File: src/rtl/adc_scan_pkg.sv
package adc_scan_pkg;

    localparam int MAX_CH   = 16;
    localparam int CH_IDX_W = $clog2(MAX_CH);
    localparam int REG_W    = 16;
    localparam int CONV_W   = 12;

    localparam int unsigned OFS_CTRL  = 'h000;
    localparam int unsigned OFS_CHSEL = 'h004;
    localparam int unsigned OFS_RES   = 'h020;
    localparam int unsigned OFS_CAL   = 'h1F0;

    localparam int B_START   = 15;
    localparam int B_MODE_HI = 14;
    localparam int B_MODE_LO = 13;
    localparam int B_IEN     = 12;
    localparam int B_XTEN    = 9;
    localparam int B_STEN    = 8;
    localparam int B_BUSY    = 0;
    localparam int B_CREQ    = 0;

    localparam logic [1:0] MODE_SINGLE = 2'b00;
    localparam logic [1:0] MODE_CONT   = 2'b01;

    typedef enum logic [1:0] {SEQ_IDLE, SEQ_ISSUE, SEQ_WAIT} seq_state_t;

    typedef struct packed {
        logic                found;
        logic [CH_IDX_W-1:0] idx;
    } pick_t;

    typedef struct packed {
        logic       start;
        logic [1:0] mode;
        logic       ien;
        logic       xten;
        logic       sten;
    } ctrl_t;

    // lowest set bit of a channel bitmap
    function automatic pick_t pick_lowest(input logic [MAX_CH-1:0] m);
        pick_t p;
        p = '0;
        for (int i = MAX_CH - 1; i >= 0; i--) begin
            if (m[i]) begin
                p.found = 1'b1;
                p.idx   = CH_IDX_W'(i);
            end
        end
        return p;
    endfunction

    // bitmap of all channel positions strictly above idx
    function automatic logic [MAX_CH-1:0] above(input logic [CH_IDX_W-1:0] idx);
        logic [MAX_CH:0] t;
        t = (MAX_CH+1)'(1) << ({1'b0, idx} + 1'b1);
        t = t - (MAX_CH+1)'(1);
        return ~t[MAX_CH-1:0];
    endfunction

    function automatic logic is_cont(input logic [1:0] m);
        return m == MODE_CONT;
    endfunction

endpackage

File: src/rtl/adc_trig_sync.sv
module adc_trig_sync
    import adc_scan_pkg::*;
#(
    parameter int STAGES = 2
) (
    input  logic clk,
    input  logic rst,
    input  logic pin_n,
    output logic fall
);
    // sh_q[STAGES-1] is the synchronised level, sh_q[STAGES] its previous value
    logic [STAGES:0] sh_q;

    always_ff @(posedge clk) begin
        if (rst) sh_q <= '1;
        else     sh_q <= {sh_q[STAGES-1:0], pin_n};
    end

    assign fall = sh_q[STAGES] & ~sh_q[STAGES-1];

    assert_edge_single_R9: assert property (@(posedge clk) disable iff (rst)
        fall |=> !fall);
endmodule

File: src/rtl/adc_cal_ctrl.sv
module adc_cal_ctrl
    import adc_scan_pkg::*;
(
    input  logic clk,
    input  logic rst,
    input  logic req,
    input  logic cal_done,
    input  logic cal_fail,
    output logic cal_start,
    output logic busy,
    output logic ready,
    output logic err
);
    logic start_q, busy_q, ready_q, err_q;

    always_ff @(posedge clk) begin
        if (rst) begin
            start_q <= 1'b0;
            busy_q  <= 1'b0;
            ready_q <= 1'b0;
            err_q   <= 1'b0;
        end else begin
            start_q <= req && !busy_q;
            if (req && !busy_q) begin
                busy_q  <= 1'b1;
                ready_q <= 1'b0;
            end else if (busy_q && cal_done) begin
                busy_q  <= 1'b0;
                ready_q <= 1'b1;
                err_q   <= cal_fail;
            end
        end
    end

    assign cal_start = start_q;
    assign busy      = busy_q;
    assign ready     = ready_q;
    assign err       = err_q;

    assert_cal_clears_ready_R10: assert property (@(posedge clk) disable iff (rst)
        cal_start |-> (busy_q && !ready_q));
    assert_cal_pulse_R10: assert property (@(posedge clk) disable iff (rst)
        cal_start |=> !cal_start);
endmodule

File: src/rtl/adc_scan_seq.sv
module adc_scan_seq
    import adc_scan_pkg::*;
(
    input  logic                clk,
    input  logic                rst,
    input  logic                go,
    input  logic [MAX_CH-1:0]   mask_in,
    input  logic                rescan,
    output logic                busy,
    output logic                scan_end,
    output logic                core_start,
    output logic [CH_IDX_W-1:0] core_chan,
    input  logic                core_done,
    input  logic [CONV_W-1:0]   core_data,
    output logic                res_we,
    output logic [CH_IDX_W-1:0] res_idx,
    output logic [CONV_W-1:0]   res_data
);
    seq_state_t          state_q;
    logic [CH_IDX_W-1:0] cur_q;
    logic [MAX_CH-1:0]   snap_q;
    pick_t               first, nxt;

    always_comb begin
        first      = pick_lowest(mask_in);
        nxt        = pick_lowest(snap_q & above(cur_q));
        core_start = (state_q == SEQ_ISSUE);
        core_chan  = cur_q;
        res_we     = (state_q == SEQ_WAIT) && core_done;
        res_idx    = cur_q;
        res_data   = core_data;
        scan_end   = res_we && !nxt.found;
        busy       = (state_q != SEQ_IDLE);
    end

    always_ff @(posedge clk) begin
        if (rst) begin
            state_q <= SEQ_IDLE;
            cur_q   <= '0;
            snap_q  <= '0;
        end else begin
            unique case (state_q)
                SEQ_IDLE: if (go && first.found) begin
                    snap_q  <= mask_in;
                    cur_q   <= first.idx;
                    state_q <= SEQ_ISSUE;
                end
                SEQ_ISSUE: state_q <= SEQ_WAIT;
                SEQ_WAIT: if (core_done) begin
                    if (nxt.found) begin
                        cur_q   <= nxt.idx;
                        state_q <= SEQ_ISSUE;
                    end else if (rescan && first.found) begin
                        snap_q  <= mask_in;
                        cur_q   <= first.idx;
                        state_q <= SEQ_ISSUE;
                    end else begin
                        state_q <= SEQ_IDLE;
                    end
                end
                default: state_q <= SEQ_IDLE;
            endcase
        end
    end

    assert_conv_pulse_R13: assert property (@(posedge clk) disable iff (rst)
        core_start |=> !core_start);
    assert_chan_enabled_R2: assert property (@(posedge clk) disable iff (rst)
        core_start |-> snap_q[core_chan]);
endmodule

File: src/rtl/adc_scan_ctrl.sv
module adc_scan_ctrl
    import adc_scan_pkg::*;
#(
    parameter int ADDR_W   = 9,
    parameter int NUM_CH   = 16,
    parameter int SYNC_STG = 2
) (
    input  logic                clk,
    input  logic                rst,
    input  logic [ADDR_W-1:0]   bus_addr,
    input  logic                bus_wr,
    input  logic [REG_W-1:0]    bus_wdata,
    output logic [REG_W-1:0]    bus_rdata,
    input  logic                sync_trig,
    input  logic                ext_trig_n,
    output logic                irq,
    output logic                core_start,
    output logic [CH_IDX_W-1:0] core_chan,
    input  logic                core_done,
    input  logic [CONV_W-1:0]   core_data,
    output logic                cal_start,
    input  logic                cal_done,
    input  logic                cal_fail
);
    localparam logic [MAX_CH:0]     CH_ONE   = (MAX_CH+1)'(1);
    localparam logic [MAX_CH:0]     CH_FULL  = (CH_ONE << NUM_CH) - CH_ONE;
    localparam logic [MAX_CH-1:0]   CH_VALID = CH_FULL[MAX_CH-1:0];
    localparam logic [ADDR_W-1:0]   A_CTRL   = ADDR_W'(OFS_CTRL);
    localparam logic [ADDR_W-1:0]   A_CHSEL  = ADDR_W'(OFS_CHSEL);
    localparam logic [ADDR_W-1:0]   A_CAL    = ADDR_W'(OFS_CAL);
    localparam logic [ADDR_W-1:0]   A_RES_LO = ADDR_W'(OFS_RES);
    localparam logic [ADDR_W-1:0]   A_RES_HI = ADDR_W'(OFS_RES + 2 * NUM_CH);

    ctrl_t               ctrl_q;
    logic                start_d, irq_q, irq_d;
    logic [MAX_CH-1:0]   chsel_q;
    logic [CONV_W-1:0]   res_q [NUM_CH];

    logic wr_ctrl, wr_chsel, wr_cal;
    logic ext_fall, hw_trig, sw_trig, go_ok, go, cal_req;
    logic seq_busy, scan_end, res_we;
    logic [CH_IDX_W-1:0] res_idx;
    logic [CONV_W-1:0]   res_data;
    logic cal_busy, cal_ready, cal_err;
    logic [ADDR_W-1:0]   roff;
    logic                res_hit;

    assign wr_ctrl  = bus_wr && (bus_addr == A_CTRL);
    assign wr_chsel = bus_wr && (bus_addr == A_CHSEL);
    assign wr_cal   = bus_wr && (bus_addr == A_CAL);

    adc_trig_sync #(.STAGES(SYNC_STG)) i_sync (
        .clk   (clk),
        .rst   (rst),
        .pin_n (ext_trig_n),
        .fall  (ext_fall)
    );

    assign hw_trig = (sync_trig && ctrl_q.sten) || (ext_fall && ctrl_q.xten);
    assign sw_trig = wr_ctrl && bus_wdata[B_START];
    assign go_ok   = !seq_busy && !cal_busy && (chsel_q != '0);
    assign go      = go_ok && (sw_trig || hw_trig);
    assign cal_req = wr_cal && bus_wdata[B_CREQ] && !seq_busy && !go;

    adc_scan_seq i_seq (
        .clk        (clk),
        .rst        (rst),
        .go         (go),
        .mask_in    (chsel_q),
        .rescan     (is_cont(ctrl_q.mode) && ctrl_q.start),
        .busy       (seq_busy),
        .scan_end   (scan_end),
        .core_start (core_start),
        .core_chan  (core_chan),
        .core_done  (core_done),
        .core_data  (core_data),
        .res_we     (res_we),
        .res_idx    (res_idx),
        .res_data   (res_data)
    );

    adc_cal_ctrl i_cal (
        .clk       (clk),
        .rst       (rst),
        .req       (cal_req),
        .cal_done  (cal_done),
        .cal_fail  (cal_fail),
        .cal_start (cal_start),
        .busy      (cal_busy),
        .ready     (cal_ready),
        .err       (cal_err)
    );

    always_comb begin
        start_d = ctrl_q.start;
        if (wr_ctrl) start_d = bus_wdata[B_START] && (seq_busy ? ctrl_q.start : go_ok);
        else if (go) start_d = 1'b1;
        if (scan_end && (!is_cont(ctrl_q.mode) || chsel_q == '0)) start_d = 1'b0;

        irq_d = irq_q;
        if (wr_ctrl && (!bus_wdata[B_IEN] || bus_wdata[B_START])) irq_d = 1'b0;
        if (scan_end && ctrl_q.ien) irq_d = 1'b1;
    end

    always_ff @(posedge clk) begin
        if (rst) begin
            ctrl_q  <= '0;
            irq_q   <= 1'b0;
            chsel_q <= '0;
        end else begin
            if (wr_ctrl) begin
                ctrl_q.mode <= bus_wdata[B_MODE_HI:B_MODE_LO];
                ctrl_q.ien  <= bus_wdata[B_IEN];
                ctrl_q.xten <= bus_wdata[B_XTEN];
                ctrl_q.sten <= bus_wdata[B_STEN];
            end
            ctrl_q.start <= start_d;
            irq_q        <= irq_d;
            if (wr_chsel) chsel_q <= bus_wdata[MAX_CH-1:0] & CH_VALID;
        end
    end

    always_ff @(posedge clk) begin
        for (int g = 0; g < NUM_CH; g++) begin
            if (rst)                                         res_q[g] <= '0;
            else if (res_we && res_idx == CH_IDX_W'(g))      res_q[g] <= res_data;
        end
    end

    assign irq     = irq_q;
    assign roff    = bus_addr - A_RES_LO;
    assign res_hit = (bus_addr >= A_RES_LO) && (bus_addr < A_RES_HI) && !bus_addr[0];

    always_comb begin
        bus_rdata = '0;
        if (bus_addr == A_CTRL) begin
            bus_rdata[B_START]             = ctrl_q.start;
            bus_rdata[B_MODE_HI:B_MODE_LO] = ctrl_q.mode;
            bus_rdata[B_IEN]               = ctrl_q.ien;
            bus_rdata[B_XTEN]              = ctrl_q.xten;
            bus_rdata[B_STEN]              = ctrl_q.sten;
            bus_rdata[B_BUSY]              = seq_busy;
        end else if (bus_addr == A_CHSEL) begin
            bus_rdata[MAX_CH-1:0] = chsel_q;
        end else if (bus_addr == A_CAL) begin
            bus_rdata[2:0] = {cal_err, cal_ready, cal_busy};
        end else if (res_hit) begin
            bus_rdata[CONV_W-1:0] = res_q[roff[CH_IDX_W:1]];
        end
    end

    assert_irq_from_scan_end_R4: assert property (@(posedge clk) disable iff (rst)
        $rose(irq_q) |-> $past(scan_end && ctrl_q.ien));
    assert_single_clears_start_R3: assert property (@(posedge clk) disable iff (rst)
        (scan_end && ctrl_q.mode == MODE_SINGLE && !wr_ctrl) |=> !ctrl_q.start);
    assert_empty_mask_no_start_R5: assert property (@(posedge clk) disable iff (rst)
        (sw_trig && chsel_q == '0 && !seq_busy) |=> (!ctrl_q.start && !seq_busy));
    assert_cal_excludes_scan_R11: assert property (@(posedge clk) disable iff (rst)
        cal_busy |-> !seq_busy);
endmodule

File: config.mk
export PLATFORM = sky130hd
export DESIGN_NAME = adc_scan_ctrl
export DESIGN_NICKNAME = d
export VERILOG_FILES = /design/src/rtl/adc_scan_pkg.sv /design/src/rtl/adc_trig_sync.sv /design/src/rtl/adc_cal_ctrl.sv /design/src/rtl/adc_scan_seq.sv /design/src/rtl/adc_scan_ctrl.sv
export SDC_FILE = /design/constraint.sdc
export NUM_CORES = 1
export LEC_CHECK = 0
export ABC_AREA = 1
export BUFFER_PORTS_ARGS = -buffer_cell sky130_fd_sc_hd__buf_4
export CAP_MARGIN = 20
export CORE_UTILIZATION = 55
export CTS_CLUSTER_SIZE = 12
export DETAILED_ROUTE_END_ITERATION = 16
export HOLD_SLACK_MARGIN = 0.1
export PLACE_DENSITY = 0.76
export SKIP_CTS_REPAIR_TIMING = 1
export SLEW_MARGIN = 20
export SYNTH_ARGS = -nofsm -noshare
export SYNTH_HDL_FRONTEND = slang
export SYNTH_SLANG_ARGS = --single-unit
export TNS_END_PERCENT = 50
File: constraint.sdc
create_clock -name clk -period 2.45 [get_ports clk]
set_input_delay 0.245 -clock clk [delete_from_list [all_inputs] [get_ports clk]]
set_output_delay 0.245 -clock clk [all_outputs]
set_load 0.03 [all_outputs]
==> out/qor.yml, run 1 <==
critical_path:
  cp_data_required_time_ns: 2.91
  worstSetupPathType: "reg2reg"
  endpoint_kind: "flop"
  ff2ff_setup_slack_ns: -0.28
  crit_arrival_ns: 3.18
  start_kind: "flop"
  r2r-start: "i_seq.core_chan[1]$_SDFFE_PP0P_"
  cp_max_fo: 6
  reg2reg_to: "i_seq.core_chan[3]$_SDFFE_PP0P_"
  ff2ff_path_depth: 16
cts:
  htree_levels: 1
  cts_tree: "built"
  numCtsBuffers: 26
  cts.sinks: 244
  clk_pin_slew_ns: 0.06
  clk_latency_ns: 0.54
  root_buffer: "clkbuf_16"
  clk_path_buf_depth: 3
timing:
  whs_ns: 0.0712
  period_share_pct: 111
  setup_viol: 23
  finalClockSkew_ns: 0.0179
  min_period_ns: 2.73
  relSlewSlack_pct: 49.3
  slew_viol_final: 0
  hold_violations: 0
  rsz0062_at_grt: "yes"
  max_clock_freq_mhz: 367
  setup_slack_ns: -0.276
  tightest_slew_ns: 0.760
cells_and_area:
  final_util_pct: 69.6
  area_growth_pct: 24.0
  fillers: 1552
  antenna_cells: 0
  postLayoutCellArea_sq_mm: 0.0147
  post_route_cells_drive_above_1_share_pct: 21.5
  final_nets: 1538
route:
  avgViaCountPerCell: 5.80
  wl_per_cell_microns: 19.7
  vias: 10359
  drt-initial-drc-count: 991
  drcViolationCount: 0
  drtAntennaViolNets: 0
  first_pass_iters: 5
  drt-total-wl_microns: 35200
global_routing:
  groute.usage.overall_pct: 31.4
  grt_pass1_wl_microns: 52200
  grt_pass1_vias: 9455
  grt_overflow: 0
  grt_max_degree: 79
  antenna_found_initial: 0
synth:
  ys.flop_type: "edfxtp_1"
  synth.distinct_cells: 48
  yosysWarnings: 0
  synthCells: 1326
  synth_enable_flop_cells: 192
  synth-seq-area-share_pct: 57.5
  synth_nets: 1374
  syn_area_sq_mm: 0.0118
  ys_ff_latch: 244
  synthArstFlopShare_pct: 0
  synth_area_per_cell_sq_um: 8.93
power:
  p_per_area_mw_per_mm2: 624
  p_leak_nw: 6.06
  peakVddDrop_v: 0.000353
  power.total_mw: 9.16
floorplan:
  die_height_microns: 149
  core_sq_mm: 0.0211
  pin_count: 68
  die-width_microns: 149
  start_util_pct: 56.1
  row_count: 53
  die_area_sq_mm: 0.0221
placed_design:
  dp_hpwl_microns: 24000
  postPlaceCellArea_sq_mm: 0.0134
  gp_congestion: 0.973
  io_buffers: 67
min_path:
  holdPathStages: 3
  hold_path.class: "in2reg"
  hold_path_startpoint: "bus_wdata[1]"
  min_to: "chsel_q[1]$_SDFFE_PP0P_"
outcome:
  status: "finished, violations left"
  failed_checks: "setup timing"
flow_run:
  max_cap_viol_count: 0
-- routing by layer --
metal  share of wire, %  wire length (microns)  GRT usage, %  vias to the layer above
met1                 40                  13900          43.8                     4859
met2                 47                  16400          49.2                      582
met4                4.1                   1430          12.7                        0
met3                9.8                   3440          4.85                       91
met5                  0                      0             0                        -
li1                   -                      -             -                     4827
-- cells in the mapped netlist, drive strengths merged, types with 7 or more instances --
master    n  share of area [%]
nor3      7               0.30
nand4    11               0.63
a31oi     7               0.37
buf      14               0.63
o211ai   21                1.3
nand2   256                8.6
o21ai    82                3.5
dfxtp    52                8.8
clkbuf   68                2.2
a32o     23                1.9
a21oi    89                4.1
inv     109                3.5
nor2    282                9.4
edfxtp  192                 49
nand3    73                3.4
-- placed cells by master (no fill, tap or decap), types with 7 or more instances in the layout --
cell type / synthesis / layout
clkbuf_16: 0 / 27
nand3_2: 8 / 7
edfxtp_1: 192 / 192
o211ai_1: 21 / 21
dlygate4sd3_1: 0 / 20
nand2_2: 9 / 13
nand3_1: 65 / 64
a31oi_1: 7 / 7
a21oi_2: 12 / 13
a32o_1: 23 / 23
o21ai_0: 66 / 47
clkbuf_8: 0 / 9
nor2_1: 270 / 268
dfxtp_1: 52 / 48
nand4_1: 10 / 10
inv_1: 102 / 100
clkbuf_1: 68 / 7
a21oi_1: 77 / 76
buf_4: 1 / 189
inv_2: 6 / 7
o21ai_1: 16 / 29
nor2_4: 5 / 8
nand2_1: 243 / 237
-- area by class of cell --
type | instances | area, sq um | area share [%]
Inverter | 113 | 445 | 3.04
Clock inverter | 4 | 30.0 | 0.205
Multi-Input combinational cell | 887 | 4420 | 30.1
Timing Repair inverter | 2 | 32.5 | 0.222
Tap cell | 275 | 344 | 2.34
Timing Repair Buffer | 216 | 1750 | 11.9
Sequential cell | 244 | 6820 | 46.5
Clock buffer | 44 | 831 | 5.66
-- worst max-delay path by stage --
| stage | slack, ns | from | to | depth (start not counted) |
|---|---|---|---|---|
| finish | -0.28 | i_seq.core_chan[1]$_SDFFE_PP0P_ | i_seq.core_chan[3]$_SDFFE_PP0P_ | 16 |
| global placement | -0.17 | i_seq.core_chan[1]$_SDFFE_PP0P_ | i_seq.snap_q[12]$_SDFFE_PP0P_ | 20 |
| detailed placement | -0.28 | i_seq.core_chan[1]$_SDFFE_PP0P_ | i_seq.snap_q[14]$_SDFFE_PP0P_ | 20 |
| floorplan | -0.15 | i_seq.core_chan[1]$_SDFFE_PP0P_ | i_seq.snap_q[11]$_SDFFE_PP0P_ | 21 |
| CTS | -0.31 | i_seq.core_chan[1]$_SDFFE_PP0P_ | i_seq.snap_q[14]$_SDFFE_PP0P_ | 20 |
| global route | -0.39 | i_seq.core_chan[1]$_SDFFE_PP0P_ | i_seq.core_chan[0]$_SDFFE_PP0P_ | 27 |
-- critical path: stages, from the launching register on --
cell and delay (ns):
dfxtp_4 0.35, nand2_4 0.07, inv_4 0.04, ha_4 0.26
nor2_1 0.19, nand3_1 0.19, nand2_2 0.14, nor2_4 0.05
buf_4 0.13, nor2_1 0.10, nor2_1 0.08, nor2_2 0.12
nand3_2 0.09, buf_4 0.16, nor4_1 0.44, a31oi_1 0.10
a21oi_1 0.13
-- power by group --
part / total [mW] / leakage [nW] / switching [mW] / internal [mW]
Combinational: 0.676 / 3.23 / 0.449 / 0.226
Clock: 3.90 / 0.426 / 1.60 / 2.30
Sequential: 4.59 / 2.40 / 0.0299 / 4.56
-- flip-flops by register name, summed over array words and instances, names as in the netlist --
| name | flops |
|---|---|
| res_q | 192 |
| chsel_q | 16 |
| i_seq.snap_q | 16 |
| ctrl_q | 6 |
| i_seq.core_chan | 4 |
| i_sync.sh_q | 3 |
| i_seq.state_q | 2 |
| i_cal.busy | 1 |
| i_cal.cal_start | 1 |
| i_cal.err | 1 |
| i_cal.ready | 1 |
| irq | 1 |
-- through the flow --
stage	TNS, ns	instances	setup slack, ns
2_1_floorplan	-6.12	1326	-0.148
5_1_grt	-7.25	1785	-0.390
3_5_place_dp	-4.69	1706	-0.283
4_1_cts	-5.22	1754	-0.312
6_report	-3.55	1785	-0.276
3_3_place_gp	-2.81	1706	-0.170
-- cells by family (layout without fill, tap and decap cells) --
group	after synthesis	count (layout)	synth area share (%)
buffers and inverters	195	379	6.42
adders and majority gates	3	3	0.317
AOI/OAI and AO/OA	246	246	12.9
xor gates and xnor gates	1	1	0.0740
DFF	244	244	57.5
and+or+nand+nor	637	637	22.8
No activity file was read; power rests on OpenSTA's default activity.
==> run 2: changes to the inputs <==
- BUFFER_PORTS_ARGS: -buffer_cell sky130_fd_sc_hd__buf_4 -> -buffer_cell sky130_fd_sc_hd__buf_2
- CORE_UTILIZATION: 55 -> 57
- CTS_BUF_LIST: not set -> sky130_fd_sc_hd__clkbuf_8
- PLACE_DENSITY: 0.76 -> 0.78
- SKIP_LAST_GASP: not set -> 1
==> out/qor.yml, run 2 (same netlist as run 1, synthesis figures left out) <==
cts:
  clk_pin_slew_ns: 0.06
  numCtsBuffers: 39
  clk_path_buf_depth: 3
  cts.sinks: 244
  htree_levels: 2
  root_buffer: "clkbuf_8"
  cts_tree: "built"
  clk_latency_ns: 0.55
cells_and_area:
  largest_register_ffs: 192
  fillers: 1472
  final_util_pct: 71.0
  final_common_cell: "nor2_1"
  stdcell_count: 1806
  post_route_cells_drive_above_1_share_pct: 21.5
  final_nets: 1554
  regMostFlops: "res_q"
  antenna_cells: 0
  area_growth_pct: 21.7
  mostFrequentLayoutCells: "270 x nor2_1, 237 x nand2_1, 192 x edfxtp_1, 122 x buf_4, 117 x inv_1"
  largest_registers: "res_q (192), chsel_q (16), i_seq.snap_q (16)"
timing:
  max_clock_freq_mhz: 363
  setup-tns-final_ns: -6.35
  relSlewSlack_pct: 49.6
  slew_viol_final: 0
  setup_viol: 24
  setup_slack_ns: -0.308
  min_period_ns: 2.76
  finalClockSkew_ns: 0.0186
  hold_violations: 0
  whs_ns: 0.104
  period_share_pct: 113
  rsz0062_at_grt: "yes"
  tightest_slew_ns: 0.755
critical_path:
  cp_data_required_time_ns: 2.93
  crit_arrival_ns: 3.23
  cp_max_fo: 8
  r2r-start: "i_seq.core_chan[0]$_SDFFE_PP0P_"
  endpoint_kind: "flop"
  start_kind: "flop"
  reg2reg_to: "i_seq.snap_q[0]$_SDFFE_PP0P_"
  ff2ff_setup_slack_ns: -0.31
  ff2ff_path_depth: 20
  worstSetupPathType: "reg2reg"
power:
  power.total_mw: 8.53
  p_sw_mw: 2.06
  seq_power_share_pct: 53.8
  p_per_area_mw_per_mm2: 592
  p_int_mw: 6.46
  p_leak_nw: 6.04
  peakVddDrop_v: 0.000390
  clockPowerShare_pct: 38.7
  comb_power_share_pct: 7.5
  p_sw_share_pct: 24.2
placed_design:
  gp_congestion: 0.941
  io_buffers: 67
  dp_cells: 1707
  dp_hpwl_microns: 22800
min_path:
  hold_path_startpoint: "bus_wr"
  hold_path.class: "in2reg"
  min_to: "chsel_q[1]$_SDFFE_PP0P_"
  holdPathStages: 3
route:
  first_pass_iters: 5
  drcViolationCount: 0
  wl_per_cell_microns: 19.3
  drt-total-wl_microns: 34800
  drtAntennaViolNets: 0
  drt-initial-drc-count: 1351
  vias: 10522
  avgViaCountPerCell: 5.83
global_routing:
  groute.usage.overall_pct: 31.7
  grt_max_degree: 61
  antenna_found_initial: 0
  grt_pass1_vias: 9710
  grt_overflow: 0
  grt_pass1_wl_microns: 52000
floorplan:
  start_util_pct: 58.3
  core_sq_mm: 0.0203
  die_area_sq_mm: 0.0213
  die_height_microns: 146
  die-width_microns: 146
  row_count: 52
  pin_count: 68
outcome:
  status: "finished, violations left"
  failed_checks: "setup timing"
flow_run:
  max_cap_viol_count: 0
==> run 2: cell types whose count changed in the layout (fill, tap and decap cells not counted), moves of 5 or more <==
| cell | change |
|---|---|
| buf_4 | -67 |
| buf_2 | +66 |
| clkbuf_8 | +37 |
| clkbuf_16 | -27 |
| inv_1 | +17 |
| clkbuf_1 | -7 |
| clkinv_1 | +5 |
==> run 2: layout make-up <==
type / count / area (sq um) / share of cell area, %
Sequential cell: 244 / 6820 / 47.3
Clock inverter: 25 / 103 / 0.712
Timing Repair Buffer: 219 / 1620 / 11.2
Multi-Input combinational cell: 887 / 4420 / 30.7
Timing Repair inverter: 2 / 22.5 / 0.156
Tap cell: 270 / 338 / 2.35
Inverter: 113 / 445 / 3.09
Clock buffer: 46 / 633 / 4.40
==> run 2: layer usage <==
layer  global-route usage, %  up-vias  part of all wire, %
li1                        -     4857                    -
met1                    43.0     4911                   39
met2                    51.0      652                   47
met3                    4.97      102                   10
met4                    13.9        0                  3.3
met5                       0        -                    0
==> run 2: through the flow <==
stage	worst slack, ns	cell area [sq um]
global route	-0.482	14400
finish	-0.308	14400
floorplan	-0.148	11900
global placement	-0.164	13300
CTS	-0.266	14000
detailed placement	-0.244	13300
==> run 2: worst max path at each step <==
stage,startpoint,slack (ns),to,cells past startpoint
after global routing,i_seq.core_chan[0]$_SDFFE_PP0P_,-0.48,i_seq.snap_q[0]$_SDFFE_PP0P_,20
after global placement,i_seq.core_chan[1]$_SDFFE_PP0P_,-0.16,i_seq.snap_q[12]$_SDFFE_PP0P_,20
after CTS,i_seq.core_chan[1]$_SDFFE_PP0P_,-0.27,i_seq.snap_q[8]$_SDFFE_PP0P_,20
final,i_seq.core_chan[0]$_SDFFE_PP0P_,-0.31,i_seq.snap_q[0]$_SDFFE_PP0P_,20
after floorplan,i_seq.core_chan[1]$_SDFFE_PP0P_,-0.15,i_seq.snap_q[11]$_SDFFE_PP0P_,21
after detailed placement,i_seq.core_chan[1]$_SDFFE_PP0P_,-0.24,i_seq.snap_q[8]$_SDFFE_PP0P_,20
==> run 2: power by group through the flow <==
stage	logic [mW]	clock network, mW	registers, mW
finish	0.637	3.30	4.59
global route	0.679	3.51	4.59
CTS	0.598	3.33	4.59
detailed placement	0.594	0	4.67
global placement	0.583	0	4.67
floorplan	0.341	0	4.67
==> run 2: critical path, cell delays in order (launching register included) <==
cell,delay (ns)
dfxtp_4,0.36
nand2_4,0.07
inv_4,0.05
ha_4,0.26
nand4_1,0.12
ha_2,0.22
a21boi_4,0.20
nand2_2,0.10
nor2_4,0.11
a21boi_1,0.07
o21ai_1,0.11
nand2_1,0.11
inv_2,0.07
nand2_2,0.06
nor2_4,0.13
nand2_2,0.09
nand2_4,0.14
nand2_8,0.12
clkinv_8,0.10
o21ai_1,0.06
a21oi_1,0.14
==> run 3: changes to the inputs <==
- CORE_MARGIN: not set -> 1
- CORE_UTILIZATION: 57 -> 60
- PLACE_DENSITY: 0.78 -> 0.79
- clock period: 2.45 -> 3.43 ns (I/O delays scaled with it)
==> out/qor.yml, run 3 (same netlist as run 1, synthesis figures left out) <==
route:
  vias: 9920
  avgViaCountPerCell: 5.89
  drt-initial-drc-count: 1251
  first_pass_iters: 6
  wl_per_cell_microns: 19.6
  drcViolationCount: 0
  drtAntennaViolNets: 0
  drt-total-wl_microns: 33100
timing:
  slew_viol_final: 0
  finalClockSkew_ns: 0.0210
  rsz0062_at_grt: "no"
  period_share_pct: 88.7
  hold_violations: 0
  min_period_ns: 3.04
  max_clock_freq_mhz: 329
  setup_viol: 0
  relSlewSlack_pct: 45.6
  setup-tns-final_ns: 0
  tightest_slew_ns: 0.816
cells_and_area:
  final_nets: 1438
  regArea_sq_mm: 0.00681
  post_route_cells_drive_above_1_share_pct: 14.9
  area_growth_pct: 11.5
  final_common_cell: "nor2_1"
  mostFrequentLayoutCells: "269 x nor2_1, 243 x nand2_1, 192 x edfxtp_1, 114 x inv_1, 77 x a21oi_1"
  largest_register_ffs: 192
  largest_registers: "res_q (192), chsel_q (16), i_seq.snap_q (16)"
  regMostFlops: "res_q"
  fillers: 1549
  antenna_cells: 0
  multiInputGateArea_sq_mm: 0.00427
critical_path:
  ff2ff_setup_slack_ns: 0.39
  endpoint_kind: "flop"
  cp_max_fo: 30
  worstSetupPathType: "reg2reg"
  r2r-start: "i_seq.core_chan[2]$_SDFFE_PP0P_"
  startpoint: "i_seq.core_chan[2]$_SDFFE_PP0P_"
  cp_data_required_time_ns: 3.90
  crit_arrival_ns: 3.51
  start_kind: "flop"
power:
  peakVddDrop_v: 0.000259
  p_leak_nw: 5.42
  p_per_area_mw_per_mm2: 454
  power.total_mw: 6.00
global_routing:
  grt_pass1_wl_microns: 50100
  antenna_found_initial: 0
  grt_overflow: 0
  grt_pass1_vias: 8970
  grt_max_degree: 80
  groute.usage.overall_pct: 33.3
cts:
  clk_path_buf_depth: 3
  clk_latency_ns: 0.54
  cts.sinks: 244
  root_buffer: "clkbuf_8"
  cts_tree: "built"
  htree_levels: 2
  clk_pin_slew_ns: 0.06
  numCtsBuffers: 41
floorplan:
  pin_count: 68
  core_sq_mm: 0.0194
  die-width_microns: 142
  start_util_pct: 61.0
  die_area_sq_mm: 0.0203
  die_height_microns: 142
  row_count: 51
min_path:
  hold_path.class: "in2reg"
  hold_path_startpoint: "cal_fail"
outcome:
  status: "finished clean"
flow_run:
  max_cap_viol_count: 0
placed_design:
  dp_hpwl_microns: 21900
  io_buffers: 67
  gp_congestion: 0.921
==> run 3: layout make-up <==
cell class                 count  share of cell area, %
sequential                   244                   51.6
multi-input combinational    887                   32.4
timing repair buffer         103                   4.91
clock buffer                  42                   4.38
inverter                     113                   3.28
tap                          265                   2.51
clock inverter                31                  0.995
==> run 3: per-stage QoR <==
stage | cell area (sq um) | hold slack (ns) | cells | util [%] | setup slack (ns)
5_1_grt | 13200 | 0.111 | 1685 | 68.1 | 0.0941
2_1_floorplan | 11800 | 0.389 | 1326 | - | 0.461
3_3_place_gp | 12500 | 0.403 | 1611 | 64.3 | 0.188
6_report | 13200 | 0.0747 | 1685 | 68.1 | 0.388
3_5_place_dp | 12500 | 0.407 | 1611 | 64.3 | 0.0872
4_1_cts | 13200 | -0.0316 | 1684 | 68.0 | 0.0877
==> run 3: worst max-delay path, stage by stage, from the launching register on <==
cell	delay (ns)
dfxtp_2	0.41
inv_2	0.08
ha_1	0.37
nand4_1	0.19
ha_1	0.23
a21boi_2	0.19
nand2_1	0.09
nor2_2	0.11
a21boi_1	0.07
o21ai_1	0.12
nand2_1	0.11
inv_2	0.06
nand2_1	0.05
nor2_2	0.14
nand2_2	0.09
nand2_4	0.12
nand2_4	0.08
inv_6	0.22
o21ai_1	0.11
a21oi_2	0.12
==> run 3: final timing paths <==
kind | endpoint | depth (start not counted)
max | i_seq.snap_q[10]$_SDFFE_PP0P_ | 19
min | i_cal.err$_SDFFE_PP0P_ | 3
max reg2reg | i_seq.snap_q[10]$_SDFFE_PP0P_ | 19
min reg2reg | i_sync.sh_q[1]$_SDFF_PP1_ | 1
==> run 3: power breakdown <==
part / switching (mW) / internal [mW]
combinational: 0.305 / 0.119
clock: 1.15 / 1.14
sequential: 0.0220 / 3.26
total: 1.48 / 4.52
==> run 3: layer usage <==
metal	global-route usage (%)	wire [microns]	vias to the layer above	share of wire, %
met1	48.5	13500	4633	41
met4	13.0	1150	0	3.5
met2	49.5	14700	574	45
met5	0	0	-	0
met3	6.26	3700	85	11
li1	-	-	4628	-
